===== config.mk =====
export PLATFORM = sky130hd
export DESIGN_NAME = gci_top
export DESIGN_NICKNAME = d
export VERILOG_FILES = /design/src/rtl/gci_pkg.sv /design/src/rtl/gci_sync.sv /design/src/rtl/gci_setclr.sv /design/src/rtl/gci_detect.sv /design/src/rtl/gci_status.sv /design/src/rtl/gci_top.sv
export SDC_FILE = /design/constraint.sdc
export NUM_CORES = 1
export LEC_CHECK = 0
export CORE_ASPECT_RATIO = 1.4
export CORE_UTILIZATION = 37
export CTS_CLUSTER_DIAMETER = 80
export DETAILED_ROUTE_END_ITERATION = 7
export DONT_BUFFER_PORTS = 1
export PLACE_DENSITY = 0.48
export SETUP_SLACK_MARGIN = 0.15
export SLEW_MARGIN = 20
export SYNTH_ARGS = -nofsm -noshare
export SYNTH_HDL_FRONTEND = slang
export SYNTH_SLANG_ARGS = --single-unit

===== constraint.sdc =====
create_clock -name clk -period 2.37 [get_ports clk]
set_clock_uncertainty 0.2 [all_clocks]
set_input_delay 0.237 -clock clk [delete_from_list [all_inputs] [get_ports clk]]
set_output_delay 0.237 -clock clk [all_outputs]
set_load 0.005 [all_outputs]

===== src/rtl/gci_pkg.sv =====
package gci_pkg;
  localparam int REG_AW = 4;
  localparam int NCFG = 4;

  typedef enum logic [REG_AW-1:0] {
    A_EN_SET   = 4'd0,
    A_EN_CLR   = 4'd1,
    A_EN_STAT  = 4'd2,
    A_XM_SET   = 4'd3,
    A_XM_CLR   = 4'd4,
    A_XM_STAT  = 4'd5,
    A_LVL_SET  = 4'd6,
    A_EDG_SET  = 4'd7,
    A_LVL_STAT = 4'd8,
    A_HI_SET   = 4'd9,
    A_LO_SET   = 4'd10,
    A_POL_STAT = 4'd11,
    A_EVT_STAT = 4'd12
  } reg_addr_e;

  // configuration word index: 0 enable, 1 extended mode, 2 level, 3 polarity
  function automatic logic [REG_AW-1:0] set_addr(input int k);
    case (k)
      0:       set_addr = A_EN_SET;
      1:       set_addr = A_XM_SET;
      2:       set_addr = A_LVL_SET;
      default: set_addr = A_HI_SET;
    endcase
  endfunction

  function automatic logic [REG_AW-1:0] clr_addr(input int k);
    case (k)
      0:       clr_addr = A_EN_CLR;
      1:       clr_addr = A_XM_CLR;
      2:       clr_addr = A_EDG_SET;
      default: clr_addr = A_LO_SET;
    endcase
  endfunction
endpackage


===== src/rtl/gci_sync.sv =====
module gci_sync #(
  parameter int W = 32
) (
  input  logic         clk,
  input  logic         rst,
  input  logic [W-1:0] din,
  output logic [W-1:0] cur,
  output logic [W-1:0] prev
);
  logic [W-1:0] meta;

  always_ff @(posedge clk) begin
    if (rst) begin
      meta <= '0;
      cur  <= '0;
      prev <= '0;
    end else begin
      meta <= din;
      cur  <= meta;
      prev <= cur;
    end
  end
endmodule


===== src/rtl/gci_setclr.sv =====
module gci_setclr #(
  parameter int W = 32
) (
  input  logic         clk,
  input  logic         rst,
  input  logic         set_en,
  input  logic         clr_en,
  input  logic [W-1:0] wdata,
  output logic [W-1:0] q
);
  always_ff @(posedge clk) begin
    if (rst) begin
      q <= '0;
    end else if (set_en) begin
      q <= q | wdata;
    end else if (clr_en) begin
      q <= q & ~wdata;
    end
  end
endmodule


===== src/rtl/gci_detect.sv =====
module gci_detect #(
  parameter int W = 32
) (
  input  logic [W-1:0] cur,
  input  logic [W-1:0] prev,
  input  logic [W-1:0] xmode,
  input  logic [W-1:0] level,
  input  logic [W-1:0] pol,
  output logic [W-1:0] evt
);
  for (genvar i = 0; i < W; i++) begin : g_line
    logic rise, fall, active;
    always_comb begin
      rise   = cur[i] & ~prev[i];
      fall   = ~cur[i] & prev[i];
      active = ~(cur[i] ^ pol[i]);
      if (!xmode[i])
        evt[i] = rise | fall;
      else if (level[i])
        evt[i] = active;
      else
        evt[i] = pol[i] ? rise : fall;
    end
  end
endmodule


===== src/rtl/gci_status.sv =====
module gci_status #(
  parameter int W = 32
) (
  input  logic         clk,
  input  logic         rst,
  input  logic [W-1:0] evt,
  input  logic         rd_clr,
  input  logic [W-1:0] mask,
  output logic [W-1:0] status,
  output logic         irq
);
  always_ff @(posedge clk) begin
    if (rst) begin
      status <= '0;
      irq    <= 1'b0;
    end else begin
      status <= evt | (rd_clr ? '0 : status);
      irq    <= |(status & mask);
    end
  end
endmodule


===== src/rtl/gci_top.sv =====
module gci_top
  import gci_pkg::*;
#(
  parameter int W      = 32,
  parameter int ADDR_W = REG_AW
) (
  input  logic              clk,
  input  logic              rst,
  input  logic              bus_sel,
  input  logic              bus_wr,
  input  logic [ADDR_W-1:0] bus_addr,
  input  logic [W-1:0]      bus_wdata,
  output logic [W-1:0]      bus_rdata,
  input  logic [W-1:0]      pin_in,
  output logic              irq
);
  logic          wr_acc, rd_acc, rd_evt;
  logic [W-1:0]  cfg_q [NCFG];
  logic [W-1:0]  en_q, xmode_q, level_q, pol_q;
  logic [W-1:0]  s_cur, s_prev, evt, status;

  assign wr_acc = bus_sel & bus_wr;
  assign rd_acc = bus_sel & ~bus_wr;
  assign rd_evt = rd_acc & (bus_addr == ADDR_W'(A_EVT_STAT));

  for (genvar k = 0; k < NCFG; k++) begin : g_cfg
    logic set_hit, clr_hit;
    assign set_hit = wr_acc & (bus_addr == ADDR_W'(set_addr(k)));
    assign clr_hit = wr_acc & (bus_addr == ADDR_W'(clr_addr(k)));
    gci_setclr #(.W(W)) u_reg (
      .clk(clk), .rst(rst), .set_en(set_hit), .clr_en(clr_hit),
      .wdata(bus_wdata), .q(cfg_q[k])
    );
  end

  assign en_q    = cfg_q[0];
  assign xmode_q = cfg_q[1];
  assign level_q = cfg_q[2];
  assign pol_q   = cfg_q[3];

  gci_sync #(.W(W)) u_sync (
    .clk(clk), .rst(rst), .din(pin_in), .cur(s_cur), .prev(s_prev)
  );

  gci_detect #(.W(W)) u_det (
    .cur(s_cur), .prev(s_prev), .xmode(xmode_q), .level(level_q),
    .pol(pol_q), .evt(evt)
  );

  gci_status #(.W(W)) u_stat (
    .clk(clk), .rst(rst), .evt(evt), .rd_clr(rd_evt), .mask(en_q),
    .status(status), .irq(irq)
  );

  always_ff @(posedge clk) begin
    if (rst) begin
      bus_rdata <= '0;
    end else if (rd_acc) begin
      case (bus_addr)
        ADDR_W'(A_EN_STAT):  bus_rdata <= en_q;
        ADDR_W'(A_XM_STAT):  bus_rdata <= xmode_q;
        ADDR_W'(A_LVL_STAT): bus_rdata <= level_q;
        ADDR_W'(A_POL_STAT): bus_rdata <= pol_q;
        ADDR_W'(A_EVT_STAT): bus_rdata <= status;
        default:             bus_rdata <= '0;
      endcase
    end
  end
endmodule


==> run_results.csv, run 1 <==
group,metric,value,unit
global_route,number_of_global_route_vias_before_repair,11000,
place,portBuffers,0,
detailed_routing,route.vias.total,11300,
detailed_routing,maxUsedRoutingLayer,"met4",
die,design.die.area,34500,µm²
clock_tree,cts.root.buffer_cell,"clkbuf_16",
detailed_routing,met2_length,20100,µm
detailed_routing,wl_met1,16500,µm
sta,finalSetupViolCount,0,
detailed_routing,via_per_inst,5.37,
yosys,synthDistinctLibCells,32,
power_and_ir_drop,power.share.clock,45.4,%
detailed_routing,wl_met3,2270,µm
sta,timing.max_slew.rel_slack,65.7,%
setup_path,critPathKind,"reg2reg",
global_route,grt_max_degree,192,
clock_tree,path_clk_slew,60,ps
clock_tree,cts_num_sinks,289,
detailed_routing,drt_pass1_iterations,5,
sta,worst_pin_slew,514,ps
finish,layout.cells.most_common_list,"dfxtp_1, dlygate4sd3_1, a21oi_1",
place,dpl_cell_area,13000,µm²
finish,cell_area_after_layout,16500,µm²
hold_path,hp-start,"bus_sel",
yosys,count_of_mapped_cells_out_of_synthesis,1415,
sta,period_minus_slack,2140,ps
setup_path,endpoint_kind,"register",
die,starting_density_of_the_core,37.6,%
yosys,async_reset_ff_share,0,%
setup_path,crit_startpoint,"u_sync.cur[26]$_SDFF_PP0_",
detailed_routing,ant_nets,0,
die,die_height,219,µm
yosys,yosysWarningCount,0,
power_and_ir_drop,p_sw,2530,µW
yosys,count_of_flip_flops_with_a_built_in_enable_after_synthesis,0,
yosys,synth.yosys.seq_area_share,46.3,%
sta,hold_viol,0,
clock_tree,cts_htree_levels,1,
setup_path,r2r_startpoint,"u_sync.cur[26]$_SDFF_PP0_",
yosys,synth_area,12500,µm²
die,die-width,157,µm
die,top_level_ports,105,
power_and_ir_drop,proportion_of_power_drawn_by_flip_flops_and_latches,47.7,%
power_and_ir_drop,combPwrFrac,6.9,%
sta,fin_crit_sh,90.4,%
finish,num-nets-final,1766,
place,place_congestion,0.754,
clock_tree,clock_insertion_delay_worst_skew,570,ps
hold_path,holdPathStages,4,
clock_tree,tritoncts.num_buffers,31,
global_route,global_route_wire_length_before_repair,61500,µm
place,placed_cells,1792,
setup_path,crit_path_start_kind,"register",
global_route,global_route.usage.total,23.1,%
power_and_ir_drop,report.power.total,10800,µW
sta,tns,0,ps
detailed_routing,wl_per_cell,18.9,µm
setup_path,critPathMaxFanout,3,
sta,achievable-frequency,467,MHz
finish,stdcell_count,2098,
setup_path,reg2regPathDepth,6,
finish,drive_gt1_share,5.08,%
finish,finish.utilization,49.8,%
die,coreArea,33200,µm²
clock_tree,ctsLongestPathBuffers,3,
power_and_ir_drop,worst_ir_drop_vdd,0.604,mV
hold_path,min_path_type,"in2reg",
power_and_ir_drop,power_per_cell_area,654,nW/µm²
sta,finalMaxSlewViolations,0,
sta,rsz0062_at_grt,"false",
detailed_routing,dr.first_iter.drc_count,708,
yosys,syn-num-nets,1551,
power_and_ir_drop,power.share.switching,23.3,%
die,num_rows,79,
run_status,run_status,"complete, no violations",
detailed_routing,sum_of_routed_wire_length_over_all_layers,39700,µm
place,hpwlAfterDp,21900,µm
finish,commonest_non_fill_non_tap_cell_in_the_layout,"dfxtp_1",
setup_path,req_time_crit_path,2620,ps
run,max_cap_violations,0,
setup_path,worst-endpoint-arrival,2390,ps
power_and_ir_drop,leakage,0.00637,µW
finish,area_growth,32.4,%
power_and_ir_drop,internal-power,8300,µW
yosys,avgSynthCellArea,8.83,µm²
clock_tree,cts_tree,"done",
global_route,grt.overflow.total,0,
detailed_routing,drt_drc_violations_left,0,
clock_tree,cts_setup_buffers,0,
yosys,dominantRegCellSynth,"dfxtp_1",
yosys,ys_seq_elements,289,
global_route,number_of_antenna_violations_at_the_first_check_in_global_routing,1,
## stage by stage
step | worst slack [ps] | hold WS, ps
floorplan | 620 | 147
global placement | 545 | 126
detailed placement | 559 | 125
CTS | 164 | 8.97
global route | 147 | 26.5
finish | 228 | 30.8
## power by group through the flow
stage	clock [µW]	sequential, µW	combinational [µW]
2_1_floorplan	0	5210	421
3_3_place_gp	0	5270	427
3_5_place_dp	0	5270	435
4_1_cts	5040	5160	740
5_1_grt	5240	5180	826
6_report	4920	5160	746
## repair_timing
item / in CTS / in global routing
resized for setup: 0 / 11
setup endpoints to repair: 0 / 40
hold buffers: 249 / 1
endpoints found under the hold margin: 289 / 5
## synthesized netlist by cell type (all sizes together), types with 16 or more instances
cell type  instances  area share (%)
o311ai            27             1.9
a22o              32             2.2
clkbuf            61             1.8
dfxtp            289              46
ha                64             6.4
nor2b            124             6.2
a311oi            96             6.7
nor2             129             3.9
inv               96             2.9
nand2            100             3.0
a21oi            192             7.7
buf               32             1.5
a221oi            32             2.2
a22oi             16            0.96
o21ai             96             3.8
## critical path, cell delays in order, from the launching register on
cell	delay (ps)
dfxtp_1	360
inv_1	70
ha_1	190
nor2b_1	120
o311ai_0	390
a21oi_1	120
dlygate4sd3_1	570
## path summary, 6_finish.rpt
path | to | slack, ps
min reg2reg | u_sync.cur[11]$_SDFF_PP0_ | 240
max reg2reg | u_stat.status[26]$_SDFF_PP0_ | 230
min | bus_rdata[14]$_SDFFE_PP0P_ | 30
max | u_stat.status[26]$_SDFF_PP0_ | 230
## cell type report
type	instances	area, µm²
antenna	1	2.50
clock buffer	42	837
clock inverter	13	169
fill	3278	16700
inverter	96	360
multi-input combinational	937	6000
sequential	289	5790
tap	445	557
timing repair buffer	275	2830
## kinds of logic (layout without fill, tap and decap cells)
group           Yosys count  count (layout)  share of synthesized area [%]
compound gates          496             496                           25.9
simple gates            371             371                           14.7
flops                   289             289                           46.3
buf+inv                 189             426                           6.18
fa+ha+maj                64              64                           6.41
mux                       5               5                          0.401
xor+xnor                  1               1                         0.0701
other cells               0               1                              0
## layer usage
metal  track usage, %  vias to the layer above
li1                 -                     5486
met1             27.7                     5462
met2             41.5                      260
met3             4.30                       63
met4             6.67                        0
met5                0                        -
No activity file was read; power rests on OpenSTA's default activity.
==> run 2, diff against run 1 <==
PLACE_DENSITY = 0.57   (was 0.48)
==> run 2 against run 1 <==
  * Count of clock-buffer cells in the layout shrank 4
  * Final area about the same
  * Hold slack improved by 64 ps
  * Cell count shrank 0.24%
  * Non-clock buffer count is 4 lower
  * Via count grew 1.4%
  * Core utilization hardly changed
==> run_results.csv, run 2 (same netlist as run 1, synthesis figures left out) <==
group,metric,value,unit
run_status,run_status,"complete, no violations",
place,placement.setup.worst_slack,307,ps
die,coreArea,33200,µm²
setup_path,crit_path_start_kind,"primary input",
finish,sequential_cell_area,5790,µm²
sta,finalMaxSlewViolations,0,
die,starting_density_of_the_core,37.6,%
power_and_ir_drop,worst_ir_drop_vdd,0.474,mV
sta,timing.max_slew.rel_slack,66.1,%
global_route,global_route.usage.total,22.6,%
power_and_ir_drop,combPwrFrac,6.7,%
place,hpwlAfterDp,21900,µm
place,place_congestion,0.782,
detailed_routing,ant_nets,0,
global_route,global_route_wire_length_before_repair,60700,µm
clock_tree,ctsLongestPathBuffers,3,
finish,layout.cells.most_common_list,"dfxtp_1, dlygate4sd3_1, a21oi_1",
sta,period_minus_slack,2230,ps
finish,total_area_of_multi_input_combinational_cells,6000,µm²
detailed_routing,drt_drc_violations_left,0,
clock_tree,clock_insertion_delay_worst_skew,580,ps
detailed_routing,drt_pass1_iterations,5,
global_route,grt.overflow.total,0,
sta,rsz0062_at_grt,"true",
detailed_routing,sum_of_routed_wire_length_over_all_layers,38600,µm
die,design.die.area,34500,µm²
detailed_routing,wl_per_cell,18.4,µm
sta,timing.final.ws_setup,144,ps
finish,num-fill-cells,3224,
finish,num-nets-final,1760,
clock_tree,cts_htree_levels,1,
run,max_cap_violations,0,
die,die-width,157,µm
setup_path,req_time_crit_path,2670,ps
global_route,number_of_antenna_violations_at_the_first_check_in_global_routing,1,
detailed_routing,dr.first_iter.drc_count,771,
clock_tree,tritoncts.num_buffers,29,
power_and_ir_drop,internal-power,8390,µW
detailed_routing,route.vias.total,11400,
sta,finalSetupViolCount,0,
sta,hold_viol,0,
place,portBuffers,0,
sta,fin_crit_sh,93.9,%
die,num_rows,79,
setup_path,worst-endpoint-arrival,2530,ps
global_route,grt_max_degree,191,
die,die_height,219,µm
setup_path,critPathMaxFanout,20,
clock_tree,cts_tree,"done",
sta,achievable-frequency,449,MHz
global_route,number_of_global_route_vias_before_repair,11300,
sta,worst_pin_slew,507,ps
setup_path,critPathKind,"in2reg",
setup_path,endpoint_kind,"register",
detailed_routing,via_per_inst,5.46,
power_and_ir_drop,leakage,0.00638,µW
power_and_ir_drop,power.share.switching,23.2,%
die,top_level_ports,105,
power_and_ir_drop,power_per_cell_area,661,nW/µm²
sta,tns,0,ps
hold_path,min_path_type,"in2reg",
power_and_ir_drop,p_sw,2530,µW
finish,area_growth,32.3,%
finish,drive_gt1_share,5.46,%
clock_tree,path_clk_slew,70,ps
power_and_ir_drop,power.share.clock,46.0,%
clock_tree,cts_num_sinks,289,
finish,commonest_non_fill_non_tap_cell_in_the_layout,"dfxtp_1",
clock_tree,cts.root.buffer_cell,"clkbuf_16",
power_and_ir_drop,proportion_of_power_drawn_by_flip_flops_and_latches,47.3,%
[run 2: changes by cell type in the layout (fill, tap and decap cells not counted), sizes merged]
cell	previous run	this run
clkinvlp	0	1
buf	27	28
bufinv	4	5
dlygate4sd3	248	242
dlymetal6s4s	0	1
inv	97	98
clkbuf	42	38
[run 2: routing by layer]
layer  vias to the layer above  wire length, µm  track usage, %
met5                         -                0               0
met3                        68             2550            3.69
met1                      5525            15700            27.2
met4                         0             1140            8.38
met2                       371            19200            40.0
li1                       5470                -               -
[run 2: repair_timing]
action | in CTS | in global routing
hold buffers | 244 | 1
gates resized for setup | 0 | 4
setup endpoints to repair | 0 | 28
setup buffers | 0 | 2
endpoints found under the hold margin | 289 | 12
[run 2: worst paths after layout]
path / start / end / slack (ps) / cells after the start
worst max-delay path: bus_addr[3] / bus_rdata[24]$_SDFFE_PP0P_ / 140 / 6
worst min-delay path: bus_addr[3] / bus_rdata[0]$_SDFFE_PP0P_ / 90 / 4
worst max register to register: u_sync.cur[25]$_SDFF_PP0_ / u_stat.status[25]$_SDFF_PP0_ / 230 / 6
worst min register to register: u_sync.meta[5]$_SDFF_PP0_ / u_sync.cur[5]$_SDFF_PP0_ / 240 / 1
[run 2: final cells by class]
cell class	instances	share of cell area (%)
Clock inverter	16	1.39
Clock buffer	38	4.96
Sequential cell	289	35.0
Inverter	96	2.18
Multi-Input combinational cell	937	36.3
Antenna cell	1	0.0151
Tap cell	445	3.37
Timing Repair Buffer	271	16.8
[run 2: worst max-delay path, stage by stage]
cell	delay, ps
dlygate4sd3_1	660
nor4b_4	380
buf_6	300
nand2_1	90
a311oi_1	280
dlygate4sd3_1	580
[run 2: through the flow]
| stage | std cells | power [µW] | utilization, % | hold WS, ps | cell area [µm²] |
|---|---|---|---|---|---|
| 2_1_floorplan | 1415 | 5630 | - | 147 | 12500 |
| 3_3_place_gp | 1791 | 5690 | 39.0 | 134 | 13000 |
| 3_5_place_dp | 1791 | 5700 | 39.0 | 133 | 13000 |
| 4_1_cts | 2089 | 11000 | 49.7 | 14.0 | 16500 |
| 5_1_grt | 2093 | 11300 | 49.8 | 79.7 | 16500 |
| 6_report | 2093 | 10900 | 49.8 | 94.5 | 16500 |
[run 2: power groups by stage]
stage | registers (µW) | logic [µW] | clock network (µW)
floorplan | 5210 | 421 | 0
global placement | 5270 | 418 | 0
detailed placement | 5270 | 429 | 0
CTS | 5160 | 724 | 5130
global route | 5180 | 816 | 5310
finish | 5160 | 736 | 5020
==> run 3, diff against run 2 <==
PLACE_DENSITY = 0.59   (was 0.57)
clock period = 2 ns   (was 2.37 ns; I/O delays follow)
==> run 3 against run 2 <==
  * Final area up 1.3%
  * Core utilization is 0.63 points higher
  * Flip-flop and latch count unchanged
  * Critical path depth decreased by 1
  * First-iteration DRC count up 11%
  * Largest cell class unchanged
  * Largest power group unchanged
  * Die area stayed put
  * Non-clock buffer count is 18 higher
==> run_results.csv, run 3 (same netlist as run 1, synthesis figures left out) <==
group,metric,value,unit
setup_path,endpoint_kind,"register",
finish,layout.cells.most_common_list,"dfxtp_1, dlygate4sd3_1, a21oi_1",
global_route,global_route.usage.met1,27.0,%
detailed_routing,route.vias.total,11500,
die,die_height,219,µm
power_and_ir_drop,worst_ir_drop_vdd,0.489,mV
global_route,grt.busiest_layer,"met2",
clock_tree,clock_insertion_delay_worst_skew,560,ps
finish,area_growth,34.0,%
detailed_routing,drt_drc_violations_left,0,
run_status,run_status,"complete, no violations",
hold_path,holdPathStages,3,
global_route,global_route.usage.total,22.5,%
clock_tree,cts_tree,"done",
global_route,global_route_wire_length_before_repair,60800,µm
sta,period_minus_slack,1820,ps
detailed_routing,dr.first_iter.drc_count,859,
detailed_routing,drt_pass1_iterations,5,
setup_path,slowest_cell_on_the_critical_path,"or4b_4",
setup_path,path_buf_inv,1,
sta,tns,0,ps
clock_tree,path_clk_slew,60,ps
die,design.die.area,34500,µm²
sta,fin_crit_sh,91.0,%
clock_tree,tritoncts.num_buffers,29,
run,max_cap_violations,0,
sta,rsz0062_at_grt,"true",
finish,finish.utilization,50.4,%
sta,achievable-frequency,549,MHz
global_route,number_of_global_route_vias_before_repair,11200,
setup_path,critical_path_cell_count,5,
global_route,use_met2,39.6,%
power_and_ir_drop,report.power.total,12600,µW
finish,num-nets-final,1778,
clock_tree,cts_htree_levels,1,
die,top_level_ports,105,
die,coreArea,33200,µm²
finish,drive_gt1_share,6.49,%
finish,num-fill-cells,3108,
setup_path,reg2regPathDepth,4,
finish,commonest_non_fill_non_tap_cell_in_the_layout,"dfxtp_1",
sta,worst_pin_slew,500,ps
power_and_ir_drop,leakage,0.00651,µW
finish,stdcell_count,2112,
detailed_routing,via_per_inst,5.43,
die,die-width,157,µm
die,starting_density_of_the_core,37.6,%
clock_tree,cts_num_sinks,289,
detailed_routing,ant_nets,0,
clock_tree,cts.root.buffer_cell,"clkbuf_16",
setup_path,critPathMaxFanout,32,
setup_path,crit_family,"simple AND/OR/NAND/NOR gates",
setup_path,worst_path_largest_cell_delay,810,ps
detailed_routing,wl_per_cell,18.2,µm
place,place_congestion,0.812,
global_route,grt.overflow.total,0,
place,placed_cells,1792,
setup_path,req_time_crit_path,2240,ps
die,num_rows,79,
global_route,grt_max_degree,211,
sta,finalSetupViolCount,0,
global_route,number_of_antenna_violations_at_the_first_check_in_global_routing,2,
setup_path,worst-endpoint-arrival,2060,ps
clock_tree,ctsLongestPathBuffers,3,
setup_path,critPathKind,"in2reg",
sta,timing.max_slew.rel_slack,66.7,%
sta,finalMaxSlewViolations,0,
place,portBuffers,0,
sta,hold_viol,0,
hold_path,min_path_type,"in2reg",
setup_path,crit_path_start_kind,"primary input",
global_route,gr-usage-met3,3.69,%
detailed_routing,sum_of_routed_wire_length_over_all_layers,38500,µm
place,hpwlAfterDp,22200,µm
setup_path,timing.critical_path.cells,"nand2_1, or4b_4, o21ai_0, a21oi_1, dlygate4sd3_1",
power_and_ir_drop,power_per_cell_area,755,nW/µm²
## run 3: changes by cell type in the layout (fill, tap and decap cells not counted), moves of 2 or more
cell / before / now
dfxtp_1: 289 / 284
clkbuf_8: 6 / 9
inv_6: 1 / 3
dlygate4sd3_1: 242 / 262
bufinv_16: 5 / 2
clkinvlp_4: 1 / 3
a221oi_1: 32 / 20
a221oi_2: 0 / 12
dfxtp_2: 0 / 5
## run 3: layer usage
metal	routed length, µm	vias up
li1	-	5500
met3	2380	69
met4	1300	0
met2	19100	364
met5	0	-
met1	15800	5537
## run 3: timing repair
item                                    in CTS  in global routing
setup buffers                                0                  0
hold buffers                               264                  0
endpoints found under the setup margin       0                 30
endpoints found under the hold margin      289                  0
resized for setup                            0                 21
## run 3: path summary, 6_finish.rpt
path	from	to	slack, ps
worst max-delay path	bus_wr	register	180
worst min-delay path	bus_wr	bus_rdata[18]$_SDFFE_PP0P_	30
worst max register to register	u_stat.status[21]$_SDFF_PP0_	bus_rdata[21]$_SDFFE_PP0P_	190
worst min register to register	u_sync.meta[3]$_SDFF_PP0_	u_sync.cur[3]$_SDFF_PP0_	240
## run 3: worst min-delay path, stage by stage
cell	delay, ps
nor2b_4	70
buf_4	220
a311oi_1	230
## run 3: layout make-up
type	instances	area (µm²)	share of cell area, %
multi-input cells	937	6080	36.3
flip-flops and latches	289	5790	34.6
repair buffers	289	2950	17.6
clock buffers	40	857	5.12
well taps	445	557	3.33
inverters	96	360	2.15
clock inverters	14	139	0.830
diodes	2	5.00	0.0299
## run 3: report_power, final
| group | switching, µW | internal (µW) | leakage, µW |
|---|---|---|---|
| clock network | 2390 | 3260 | 0.000490 |
| logic | 431 | 437 | 0.00366 |
| registers | 177 | 5950 | 0.00236 |
## run 3: stage by stage
step,worst slack (ps),hold WS [ps],instance area (µm²)
floorplan,287,110,12500
global placement,215,93.7,13000
detailed placement,188,92.4,13000
CTS,173,4.25,16600
global route,108,50.0,16700
finish,180,33.1,16700
